`src/rtl/bus_seq_pkg.sv`:
```
package bus_seq_pkg;

   typedef enum logic [1:0] {
      CYC_INT_FETCH = 2'd0,
      CYC_EXT_FETCH = 2'd1,
      CYC_DATA_RD   = 2'd2,
      CYC_DATA_WR   = 2'd3
   } cyc_kind_t;

   typedef struct packed {
      cyc_kind_t kind;
      logic      ptr16;
      logic      ale_dis;
      logic      ext_exec;
   } cyc_cfg_t;

   localparam cyc_cfg_t CYC_RESET = '{kind: CYC_INT_FETCH, ptr16: 1'b0,
                                      ale_dis: 1'b0, ext_exec: 1'b0};

endpackage

```
`src/rtl/bus_seq_phase.sv`:
```
module bus_seq_phase #(
   parameter int PHASES = 12,
   localparam int PW = $clog2(PHASES)
) (
   input  logic          clk,
   input  logic          rst_n,
   output logic [PW-1:0] phase,
   output logic          last
);
   localparam logic [PW-1:0] LAST_P = PW'(PHASES - 1);

   always_ff @(posedge clk or negedge rst_n) begin
      if (!rst_n)          phase <= LAST_P;
      else if (phase == LAST_P) phase <= '0;
      else                 phase <= phase + 1'b1;
   end

   assign last = (phase == LAST_P);

   AST_PHASE_WRAP: assert property (@(posedge clk) disable iff (!rst_n)
      last |=> (phase == '0));

endmodule

```
`src/rtl/bus_seq_cyc_latch.sv`:
```
module bus_seq_cyc_latch
   import bus_seq_pkg::*;
(
   input  logic      clk,
   input  logic      rst_n,
   input  logic      last,
   input  cyc_cfg_t  req,
   output cyc_cfg_t  cur
);
   always_ff @(posedge clk or negedge rst_n) begin
      if (!rst_n)    cur <= CYC_RESET;
      else if (last) cur <= req;
   end

   AST_REQ_HOLD: assert property (@(posedge clk) disable iff (!rst_n)
      !last |=> $stable(cur));

endmodule

```
`src/rtl/bus_seq_decode.sv`:
```
module bus_seq_decode
   import bus_seq_pkg::*;
#(
   parameter int PHASES      = 12,
   parameter int ALE_W       = 2,
   parameter int PSEN_GAP    = 1,
   parameter int PSEN_W      = 3,
   parameter int RD_GAP      = 3,
   parameter int RD_W        = 6,
   parameter bit ALE_GATE_EN = 1'b1,
   localparam int PW = $clog2(PHASES)
) (
   input  logic [PW-1:0] phase,
   input  cyc_cfg_t      cur,
   output logic          ale,
   output logic          ale_float,
   output logic          psen_act,
   output logic          rd_act,
   output logic          wr_act,
   output logic          p0_drv,
   output logic          p0_data_sel,
   output logic          p2_addr_sel
);
   localparam int HALF      = PHASES / 2;
   localparam int ADDR_HOLD = ALE_W + 1;
   localparam int PSEN_ON   = ALE_W + PSEN_GAP;
   localparam int PSEN_OFF  = PSEN_ON + PSEN_W;
   localparam int RD_ON     = ALE_W + RD_GAP;
   localparam int RD_OFF    = RD_ON + RD_W;

   localparam logic [PW-1:0] HALF_P  = PW'(HALF);
   localparam logic [PW-1:0] ALEW_P  = PW'(ALE_W);
   localparam logic [PW-1:0] HOLD_P  = PW'(ADDR_HOLD);
   localparam logic [PW-1:0] PSON_P  = PW'(PSEN_ON);
   localparam logic [PW-1:0] PSOFF_P = PW'(PSEN_OFF);
   localparam logic [PW-1:0] RDON_P  = PW'(RD_ON);
   localparam logic [PW-1:0] RDOFF_P = PW'(RD_OFF);

   logic          second;
   logic [PW-1:0] hp;
   logic          is_data, is_ext, ale_slot, gate_off;

   assign second  = (phase >= HALF_P);
   assign hp      = second ? (phase - HALF_P) : phase;
   assign is_data = cur.kind inside {CYC_DATA_RD, CYC_DATA_WR};
   assign is_ext  = (cur.kind == CYC_EXT_FETCH);

   generate
      if (ALE_GATE_EN) begin : g_ale_gate
         assign gate_off = cur.ale_dis && !cur.ext_exec && !is_data;
      end else begin : g_ale_free
         assign gate_off = 1'b0;
      end
   endgenerate

   assign ale_slot  = (hp < ALEW_P) && !(is_data && second);
   assign ale       = ale_slot && !gate_off;
   assign ale_float = gate_off;

   assign psen_act = is_ext && (hp >= PSON_P) && (hp < PSOFF_P);

   always_comb begin
      rd_act      = 1'b0;
      wr_act      = 1'b0;
      p0_drv      = 1'b0;
      p0_data_sel = 1'b0;
      p2_addr_sel = 1'b0;
      unique case (cur.kind)
         CYC_INT_FETCH: ;
         CYC_EXT_FETCH: begin
            p0_drv      = (hp < HOLD_P);
            p2_addr_sel = 1'b1;
         end
         CYC_DATA_RD: begin
            rd_act      = (phase >= RDON_P) && (phase < RDOFF_P);
            p0_drv      = (phase < HOLD_P);
            p2_addr_sel = cur.ptr16;
         end
         CYC_DATA_WR: begin
            wr_act      = (phase >= RDON_P) && (phase < RDOFF_P);
            p0_drv      = 1'b1;
            p0_data_sel = (phase >= HOLD_P);
            p2_addr_sel = cur.ptr16;
         end
         default: ;
      endcase
   end

endmodule

```
`src/rtl/bus_strobe_seq.sv`:
```
module bus_strobe_seq
   import bus_seq_pkg::*;
#(
   parameter int PHASES      = 12,
   parameter int ALE_W       = 2,
   parameter int PSEN_GAP    = 1,
   parameter int PSEN_W      = 3,
   parameter int RD_GAP      = 3,
   parameter int RD_W        = 6,
   parameter bit ALE_GATE_EN = 1'b1
) (
   input  logic       clk,
   input  logic       rst_n,
   input  logic [1:0] req_kind,
   input  logic       req_ptr16,
   input  logic       ale_dis,
   input  logic       ext_exec,
   output logic       mc_last,
   output logic       ale,
   output logic       ale_float,
   output logic       psen_n,
   output logic       rd_n,
   output logic       wr_n,
   output logic       p0_drv,
   output logic       p0_data_sel,
   output logic       p2_addr_sel
);
   localparam int PW   = $clog2(PHASES);
   localparam int HALF = PHASES / 2;

   initial begin
      assert (PHASES % 2 == 0) else $error("phase count must be even");
      assert (ALE_W + PSEN_GAP + PSEN_W <= HALF) else $error("PSEN window overruns half cycle");
      assert (ALE_W + RD_GAP + RD_W <= PHASES - 1) else $error("RD/WR window overruns cycle");
      assert (PSEN_GAP >= 1 && RD_GAP >= 1) else $error("strobe must trail ALE");
   end

   logic [PW-1:0] phase;
   cyc_cfg_t      req, cur;
   logic          psen_act, rd_act, wr_act;

   assign req = '{kind: cyc_kind_t'(req_kind), ptr16: req_ptr16,
                  ale_dis: ale_dis, ext_exec: ext_exec};

   bus_seq_phase #(.PHASES(PHASES)) phase_i (
      .clk(clk), .rst_n(rst_n), .phase(phase), .last(mc_last));

   bus_seq_cyc_latch latch_i (
      .clk(clk), .rst_n(rst_n), .last(mc_last), .req(req), .cur(cur));

   bus_seq_decode #(
      .PHASES(PHASES), .ALE_W(ALE_W), .PSEN_GAP(PSEN_GAP), .PSEN_W(PSEN_W),
      .RD_GAP(RD_GAP), .RD_W(RD_W), .ALE_GATE_EN(ALE_GATE_EN)
   ) decode_i (
      .phase(phase), .cur(cur), .ale(ale), .ale_float(ale_float),
      .psen_act(psen_act), .rd_act(rd_act), .wr_act(wr_act),
      .p0_drv(p0_drv), .p0_data_sel(p0_data_sel), .p2_addr_sel(p2_addr_sel));

   assign psen_n = !psen_act;
   assign rd_n   = !rd_act;
   assign wr_n   = !wr_act;

   AST_ALE_MIN_WIDTH: assert property (@(posedge clk) disable iff (!rst_n)
      $rose(ale) |=> ale);
   AST_NO_PSEN_DURING_DATA: assert property (@(posedge clk) disable iff (!rst_n)
      (!rd_n || !wr_n) |-> (psen_n && !ale));
   AST_RD_TRAILS_ALE: assert property (@(posedge clk) disable iff (!rst_n)
      $fell(rd_n) |-> ($past(ale, 4) && !$past(ale, 3)));
   AST_WR_DRIVES_DATA: assert property (@(posedge clk) disable iff (!rst_n)
      !wr_n |-> (p0_drv && p0_data_sel));
   AST_FLOAT_QUIET: assert property (@(posedge clk) disable iff (!rst_n)
      ale_float |-> !ale);

endmodule

```
`config.mk`:
```
export PLATFORM = sky130hd
export DESIGN_NAME = bus_strobe_seq
export DESIGN_NICKNAME = d
export VERILOG_FILES = /design/src/rtl/bus_seq_pkg.sv /design/src/rtl/bus_seq_phase.sv /design/src/rtl/bus_seq_cyc_latch.sv /design/src/rtl/bus_seq_decode.sv /design/src/rtl/bus_strobe_seq.sv
export SDC_FILE = /design/constraint.sdc
export NUM_CORES = 1
export LEC_CHECK = 0
export BUFFER_PORTS_ARGS = -buffer_cell sky130_fd_sc_hd__buf_2
export CORE_MARGIN = 5
export CORE_UTILIZATION = 44
export DETAILED_ROUTE_END_ITERATION = 12
export PLACE_DENSITY_LB_ADDON = 0.2
export SLEW_MARGIN = 25
export SYNTH_ARGS = -nofsm -noshare
export SYNTH_HDL_FRONTEND = slang
export SYNTH_SLANG_ARGS = --single-unit
```
`constraint.sdc`:
```
create_clock -name clk -period 1.66 [get_ports clk]
set_clock_uncertainty 0.15 [all_clocks]
set_input_delay 0.166 -clock clk [delete_from_list [all_inputs] [get_ports clk]]
set_output_delay 0.166 -clock clk [all_outputs]
set_load 0.05 [all_outputs]
```
==> After elaboration in Yosys (flattened, before gate mapping) <==
Cells that the tools add are included.
{ "totals": {"regBits": 9, "out_inout_bits": 9, "elab_cells": 44} }
{ "classes": {"n_mux": 7, "order_cmp": 9, "eq_ne": 4, "reduce_logical": 17, "add_sub_neg": 2} }
{ "op_table": {"columns": ["operator", "n"], "rows": [
  ["less-than comparator 4 x 2 -> 1 bit (second input constant)", 3],
  ["greater-or-equal comparator 4 x 2 -> 1 bit (second input constant)", 2],
  ["greater-or-equal comparator 4 x 3 -> 1 bit (second input constant)", 2],
  ["logical AND 1 bit", 8],
  ["2-to-1 mux 4 bit", 2],
  ["logical NOT 1 bit", 7],
  ["adder 4 x 1 -> 4 bit (second input constant)", 1],
  ["== test 2 bit (second input constant)", 2],
  ["== test 4 bit (second input constant)", 1],
  ["less-than comparator 4 x 3 -> 1 bit (second input constant)", 1],
  ["less-than comparator 4 bit (second input constant)", 1],
  ["subtractor 4 x 3 -> 4 bit (second input constant)", 1],
  ["2-to-1 mux 1 bit", 3],
  ["case mux 1 bit (3 select lines)", 1],
  ["== test 2 x 1 -> 1 bit (second input constant)", 1],
  ["case mux 1 bit (2 select lines)", 1],
  ["nonzero test 2 bit", 1],
  ["OR reduction 2 bit", 1]
]} }

==> Depth between registers and ports, before layout <==
Gate-level depths: netlist of the first run.
{ "logic_depth": {"depth_word": 6, "mapped_depth": 5, "depth_no_buf": 5} }

==> Modules after synthesis <==
Synthesis of the first run repeated with hierarchy kept, for this count alone.
{ "unflattened": {"hier_cells": 55, "hier_area_um2": 563.0} }
{ "by_module_without_submodules": {"columns": ["module", "n_inst", "cells_each", "area_each_um2", "seq_area_each_um2"], "rows": [
  ["bus_seq_decode", 1, 28, 192.7, 0.0],
  ["bus_seq_cyc_latch", 1, 10, 181.4, 125.1],
  ["bus_seq_phase", 1, 14, 177.7, 103.8],
  ["bus_strobe_seq", 1, 3, 11.3, 0.0]
]} }

==> Worst setup path after synthesis of the first run <==
OpenSTA, ideal clock, no wires.
{ "synth_timing": {"path_type": "register -> output", "from": "register latch_i.cur[4] (netlist name)", "to": "output ale", "t_arrival_ns": 2.328, "setup_slack_ns": -0.984, "path_buffers": 1, "stages_incl_launch_ff": 4, "cell_sequence": "dfrtp_1 -> clkbuf_1 -> nor3b_1 -> nor3_1"} }
{ "synth_via": {"elab_chain_cells": 6} }
{ "synth_rtl": {"columns": ["item", "line", "rtl"], "rows": [
  ["== test 2 bit", "bus_seq_decode.sv:45", "assign is_data = cur.kind inside {CYC_DATA_RD, CYC_DATA_WR};"],
  ["nonzero test 2 bit (*)", "bus_seq_decode.sv:45", null],
  ["logical NOT 1 bit (*)", "bus_seq_decode.sv:50", "assign gate_off = cur.ale_dis && !cur.ext_exec && !is_data;"],
  ["logical AND 1 bit (*)", "bus_seq_decode.sv:50", null],
  ["named net ale_float", "bus_strobe_seq.sv:20", "output logic ale_float,"],
  ["logical NOT 1 bit (*)", "bus_seq_decode.sv:57", "assign ale = ale_slot && !gate_off;"],
  ["logical AND 1 bit (*)", "bus_seq_decode.sv:57", null],
  ["end: declaration", "bus_strobe_seq.sv:19", "output logic ale,"]
]} }
The timed path passes the listed nets; every way through them passes the cells marked *.

==> Final worst setup path of the first run <==
{ "layout_timing": {"from": "register phase_i.phase[0]", "to": "output wr_n"} }
{ "layout_via": {"elab_chain_cells": 4} }
{ "layout_rtl": {"columns": ["item", "line", "rtl"], "rows": [
  ["start: declaration", "bus_seq_phase.sv:7", "output logic [PW-1:0] phase,"],
  ["start signal: assignment", "bus_seq_phase.sv:15", "else phase <= phase + 1'b1;"],
  ["greater-or-equal comparator 4 x 3 -> 1 bit or less-than comparator 4 bit (tied branches)", "bus_seq_decode.sv:80", "wr_act = (phase >= RDON_P) && (phase < RDOFF_P);"],
  ["logical AND 1 bit (*)", "bus_seq_decode.sv:80", null],
  ["2-to-1 mux 1 bit (*)", "bus_seq_decode.sv:68", "unique case (cur.kind)"],
  ["logical NOT 1 bit (*)", "bus_strobe_seq.sv:61", "assign wr_n = !wr_act;"],
  ["end: declaration", "bus_strobe_seq.sv:23", "output logic wr_n,"]
]} }
Mark *: on every way between the ends. The rest lies on a longest branch, timed or not.

==> impl_results.md, run 1 <==
* Synth Warn # at 0
* Setup TNS at -2690 ps
* Fin area at around 1100 sq um
* WL/cell at 15.8 um
* Core area at 1280 sq um
* Comb pwr share at 15.6%
* Leakage power at 0.460 nW
* PortBufs at 15
* First-pass GRT wire length at 2810 um
* GRT overflow at 0
* Top_reg_cell synth: dfrtp_1
* Unique masters post-synth at 28
* NetSw at 0.130 mW
* Syn_nets at between 70 and 80
* Dpl hpwl at 1110 um
* Ports at 16
* Internal power at around 0.35 mW
* CTS Buf Count at 3
* Final setup margin at -404 ps
* RSZ-0062 raised after global routing: true
* Gpl congestion at between 0.7 and 0.8
* Fin. Hold Viols at 0
* Max Clock Freq at 0.485 GHz
* Maximum root-to-sink buffer count at 2
* First drt pass iteration count at 4
* DR iter-0 viols at 6
* H-tree Lvls at 1
* GRT Util Overall at 19.3%
* Die X at 46.8 um
* Final setup viols at 12
* Die area at 2190 sq um
* Remaining DRCs at 0
* Post-synth EDFFs at 0
* Largest cells by area after synthesis: dfrtp_1 (25%), dfstp_2 (13%), mux2_4 (13%), ha_1 (11%), nand3_1 (3.4%)
* FFs w/ async S/R, synth at 100%
* CP endpoint kind: output port
* Dominant cell type by area after synthesis: dfrtp_1
* Post-layout minimum cycle time at 2060 ps
* Violated checks: negative setup slack
* Vias in the first global route at roughly 600
* Total Nets Final at around 110
* DIE HEIGHT at between 40 and 50 um
* Pwr Total at roughly 0.49 mW
* Drt total wl at about 1800 um
* Worst EP arrival at 1750 ps
* Sequential power share at 48.3%
* Syn_area_per_cell at 9.93 sq um
* Mapped cell area at 596 sq um
* Effective utilization at floorplan at 46.3%
* CTS tree: yes
* CP Launch Type: register
* Register area share after synthesis at 38.4%
* Final cell count without fillers at between 100 and 150
* Switching share of total power at 26.8%
* Max FO, Critical Path at 4
* Cells after Synth at 60
* Area after DPL at 828 sq um
* Power per Cell Area at 458 nW/um^2
* Placed insts at 98
* Ant diodes at 0
* Max Slew Vio Count at 0
* CTS root buf: clkbuf_4
* Initial antenna violation count at 0
* Routed Antenna Nets at 0
* Fraction of layout cells with a size suffix above 1 at between 60 and 70%
* Critical path class: register to output port
* CTS sink count at 9
* DR vias at 575
* Status: finished, violations left
* Synth-to-layout area growth at 77.7%
* Synth top area share at about a quarter
* Pin count of the biggest net entering global routing at 12
* Clock power share at 36.1%
* Skew-Pair Late Insertion Delay at between 200 and 300 ps
* Max_cap viols at 0
* Vias per cell at 5.18
* Hold crit path type: input port to asynchronous set/reset pin
* Final worst-path cycle share at 124%
* Reg clk slew, reported paths at 60 ps
* Peak supply drop at 375 uV
* Row Count at 13
* Slew margin rel. at 70.9%
* Slew @ Worst Pin at 434 ps
* Yosys reg bits at 9
* Worst Path Required at 1340 ps
## state kept, by name, summed over array words and instances, names as in the netlist
signal,count
phase_i.phase,4
latch_i.cur,5
## cell usage in the layout, fill, tap and decap left out, types with 2 or more instances in the layout
cell	synthesis	routed
dfrtp_1	6	4
inv_2	1	2
buf_2	0	7
ha_4	0	3
dlygate4sd3_1	0	6
nand3_4	0	2
clkbuf_4	0	4
o21ai_1	2	4
nand2b_1	2	2
buf_8	0	2
buf_6	1	6
buf_4	0	13
mux2_4	5	5
dfrtp_2	0	2
nand2_1	4	4
dfstp_2	3	3
ha_2	0	2
## stage by stage
stage,setup WS [ps],utilization (%),hold WS [ps]
after global placement,-143,64.5,-126
after detailed placement,-203,64.5,-121
after floorplan,-150,-,-280
final,-404,82.4,128
after CTS,-432,79.5,127
after global routing,-480,82.4,144
## synth_stat cells, types with 3 or more instances
master / instances
inv_1: 3
ha_1: 5
dfstp_2: 3
nand3_1: 4
mux2_4: 5
dfrtp_1: 6
o21ai_0: 4
nand2_1: 4
## kinds of logic (layout without fill, tap and decap cells)
family,after synthesis,after routing,synth area share (%)
AOI/OAI and AO/OA,11,11,10.7
adders and majority gates,5,5,10.5
buffers and inverters,7,43,5.67
DFF,9,9,38.4
muxes,5,5,12.6
and+or+nand+nor,23,23,22.1
## final cells by class
class	count	area, sq um
Sequential cell	9	231
Inverter	4	17.5
Clock buffer	4	26.3
Multi-Input combinational cell	44	467
Fill cell	72	226
Timing Repair Buffer	35	298
Tap cell	15	18.8
## worst paths after layout
check / from / to / slack (ps) / cells after the start
worst max-delay path: phase_i.phase[0]$_DFF_PN1_ / wr_n / -400 / 6
worst min-delay path: rst_n / latch_i.cur[4]$_DFFE_PN0P_ / 130 / 2
worst max register to register: phase_i.phase[0]$_DFF_PN1_ / latch_i.cur[4]$_DFFE_PN0P_ / -140 / 4
worst min register to register: latch_i.cur[1]$_DFFE_PN0P_ / latch_i.cur[1]$_DFFE_PN0P_ / 360 / 1
max in group asynchronous: rst_n / phase_i.phase[1]$_DFF_PN1_ / 980 / 2
min in group clk: latch_i.cur[1]$_DFFE_PN0P_ / latch_i.cur[1]$_DFFE_PN0P_ / 360 / 1
## per-layer routing
layer  wire length (um)  track usage (%)
met5                  0                0
met4                 72             6.63
met3                 89             9.20
met2                896             32.8
met1                695             20.9
## worst max-delay path, cell delays in order (launching register included)
cell	delay, ps
dfstp_2	600
inv_4	60
ha_4	150
nor2b_4	120
o31ai_4	270
nand3_4	110
buf_8	170
## power groups by stage
| stage | logic [mW] | registers (mW) | clock network (mW) |
|---|---|---|---|
| 5_1_grt | 0.0803 | 0.235 | 0.193 |
| 4_1_cts | 0.0733 | 0.234 | 0.179 |
| 3_5_place_dp | 0.0609 | 0.238 | 0 |
| 2_1_floorplan | 0.0432 | 0.234 | 0 |
| 6_report | 0.0755 | 0.234 | 0.175 |
| 3_3_place_gp | 0.0597 | 0.237 | 0 |
## what timing repair did
item	in CTS	in global routing
hold buffers	6	0
gates resized for setup	24	12
hold endpoints to repair	14	0
pin swaps	5	9
endpoints found under the setup margin	12	14
buffers inserted	3	0
Power figures use the tool's default switching activity.
==> run 2, diff against run 1 <==
- CORE_AREA: default -> 5 5 42 44
- CORE_MARGIN: 5 -> default
- CORE_UTILIZATION: 44 -> default
- CTS_BUF_LIST: default -> sky130_fd_sc_hd__clkbuf_4
- DIE_AREA: default -> 0 0 47 49
- PLACE_DENSITY: default -> 0.72
- PLACE_DENSITY_LB_ADDON: 0.2 -> default
==> run 2 against run 1 <==
Effect of this change:
- die area is 5.2% higher
- the run still ends with negative setup slack left
- fmax grew 1.9%
- via count increased by 2.4%
- critical path type unchanged
- first-iteration DRC count rose by 83%
- core utilization is 7.5 points lower
- sequential power about the same
- final cell count increased by 1.8%
- highest routed layer unchanged
- critical path depth up 1
- final area down 0.83%
==> impl_results.md, run 2 (synthesis results as in run 1) <==
* Status: finished, violations left
* Violated checks: negative setup slack
* CP cell instances: inv_2, buf_4, ha_2, a21o_2, nand3_2, nand4_1, buf_6
* Crit path buffers/inverters at 3 (+1)
* Gpl congestion at 0.730 (-8.2%)
* Peak supply drop at 438 uV (+17%)
* Vias in the first global route at 609 (-1.3%)
* Maximum root-to-sink buffer count at 2 (unchanged)
* Remaining DRCs at 0 (unchanged)
* Hold crit path type: input port to asynchronous set/reset pin
* Final setup viols at 12 (unchanged)
* Die area at 2300 sq um (+5.2%)
* Fraction of layout cells with a size suffix above 1 at 63.9% (-0.67 points)
* CTS tree: yes
* H-tree Lvls at 1 (unchanged)
* Most common cell after layout, fill and taps aside: buf_4
* Vias per cell at 5.21 (+0.62%)
* Largest stage delay on the critical path at 560 ps (-40 ps)
* DIE HEIGHT at 49 um (+4.7%)
* CP endpoint kind: output port
* Util after Layout at 74.9% (-7.5 points)
* Synth-to-layout area growth at 76.3%
* Worst r2r src: phase_i.phase[1]$_DFF_PN1_
* Slew margin rel. at 79.6% (+8.8 points)
* GRT Util Overall at 15.7% (-3.6 points)
* Top Registers: latch_i.cur (5), phase_i.phase (4)
* Effective utilization at floorplan at 42.5% (-3.8 points)
* Leakage power at 0.471 nW (+2.4%)
* PortBufs at 15 (unchanged)
* Ports at 16 (unchanged)
* CTS root buf: clkbuf_4
* Skew-Pair Late Insertion Delay at 260 ps (about the same)
* Dpl hpwl at 1110 um (-0.26%)
* Worst Path Required at 1340 ps (about the same)
* Post-layout minimum cycle time at 2030 ps (-38.0 ps)
* Top Family by Delay on Critical Path: flip-flops
* Initial antenna violation count at 0 (unchanged)
* Routed Antenna Nets at 0 (unchanged)
* Drt total wl at 1510 um (-14%)
* Core area at 1400 sq um (+9.1%)
* Commonest non-fill, non-tap cells in the layout: buf_4 (15), buf_2 (7), dlygate4sd3_1 (6)
* RSZ-0062 raised after global routing: true
* Setup TNS at -2120 ps (+571 ps)
* DR iter-0 viols at 11 (+5)
* Worst EP arrival at 1710 ps (-40 ps)
* First-pass GRT wire length at 2680 um (-4.7%)
* WL/cell at 13.3 um (-16%)
* First drt pass iteration count at 4 (unchanged)
* Largest Register: latch_i.cur
* Critical path class: register to output port
* Reg2Reg Depth at 4 (unchanged)
* GRT overflow at 0 (unchanged)
* Max Clock Freq at 0.494 GHz (+1.9%)
* R2R Setup Slk at -90 ps (+50 ps)
* Power per Cell Area at 470 nW/um^2 (+2.5%)
* Final setup margin at -366 ps (+38.0 ps)
* Worst reg2reg endpoint: latch_i.cur[2]$_DFFE_PN0P_
* Die X at 47 um (+0.45%)
* Total Nets Final at 110 (+0.92%)
* Max FO, Critical Path at 3 (-1)
* CTS sink count at 9 (unchanged)
* Slew @ Worst Pin at 305 ps (-128 ps)
* Max reg flops at 5 (unchanged)
* DR vias at 589 (+2.4%)
* Max_cap viols at 0 (unchanged)
* Row Count at 14 (+1)
* Pin count of the biggest net entering global routing at 10 (-2)
* Max Slew Vio Count at 0 (unchanged)
* Fin. Hold Viols at 0 (unchanged)
* CP Launch Type: register
* Pwr Total at 0.493 mW (+1.7%)
* CTS Buf Count at 3 (unchanged)
* Crit-path slowest cell: dfstp_2
* Ant diodes at 0 (unchanged)
* Final worst-path cycle share at 122% (-2.3 points)
* Reg clk slew, reported paths at 60 ps (about the same)
## run 2: cell count changes in the layout (fill, tap and decap cells not counted), sizes merged
cell	delta
buf	+1
## run 2: layer usage
layer	global-route usage, %	vias up	routed length [um]
li1	-	285	-
met3	3.32	2	90
met2	24.0	23	764
met1	20.5	279	635
met5	0	-	0
met4	6.91	0	14
## run 2: layout make-up
cell class / count / area (sq um)
multi-input combinational: 44 / 453
clock buffer: 4 / 30.0
timing repair buffer: 36 / 302
inverter: 4 / 15.0
sequential: 9 / 230
tap: 16 / 20.0
fill: 98 / 352
## run 2: metrics by stage
step           setup slack [ps]  hold WS, ps  cell area [sq um]  std cells
2_1_floorplan              -150         -280                672         60
3_3_place_gp               -137         -127                845        101
3_5_place_dp               -176         -123                845        101
4_1_cts                    -406          133               1040        113
5_1_grt                    -434          165               1050        113
6_report                   -366          133               1050        113
## run 2: worst reg2reg max path: cells and delay by family, from the launching register on
kind / cells / cell delay, ps
fa+ha+maj: 1 / 240
buf+inv: 1 / 140
flops: 1 / 570
mux: 1 / 290
simple gates: 1 / 260
## run 2: power breakdown
part           leakage, nW  internal, mW  total [mW]  switching (mW)
clock network       0.0184         0.109       0.185          0.0760
registers            0.102         0.226       0.234         0.00827
logic                0.351        0.0356      0.0739          0.0383
## run 2: worst max path at each step
stage,depth (start not counted),start,end
6_report,7,phase_i.phase[0]$_DFF_PN1_,psen_n
5_1_grt,7,phase_i.phase[0]$_DFF_PN1_,psen_n
4_1_cts,6,phase_i.phase[1]$_DFF_PN1_,rd_n
3_5_place_dp,6,phase_i.phase[1]$_DFF_PN1_,rd_n
3_3_place_gp,6,phase_i.phase[1]$_DFF_PN1_,rd_n
2_1_floorplan,5,phase_i.phase[0]$_DFF_PN1_,psen_n
## run 2: timing repair
| action | CTS | global route |
|---|---|---|
| setup buffers | 2 | 0 |
| hold endpoints to repair | 14 | 0 |
| resized for setup | 25 | 4 |
| endpoints found under the setup margin | 12 | 13 |
| hold buffers | 6 | 0 |
| pin swaps | 4 | 4 |
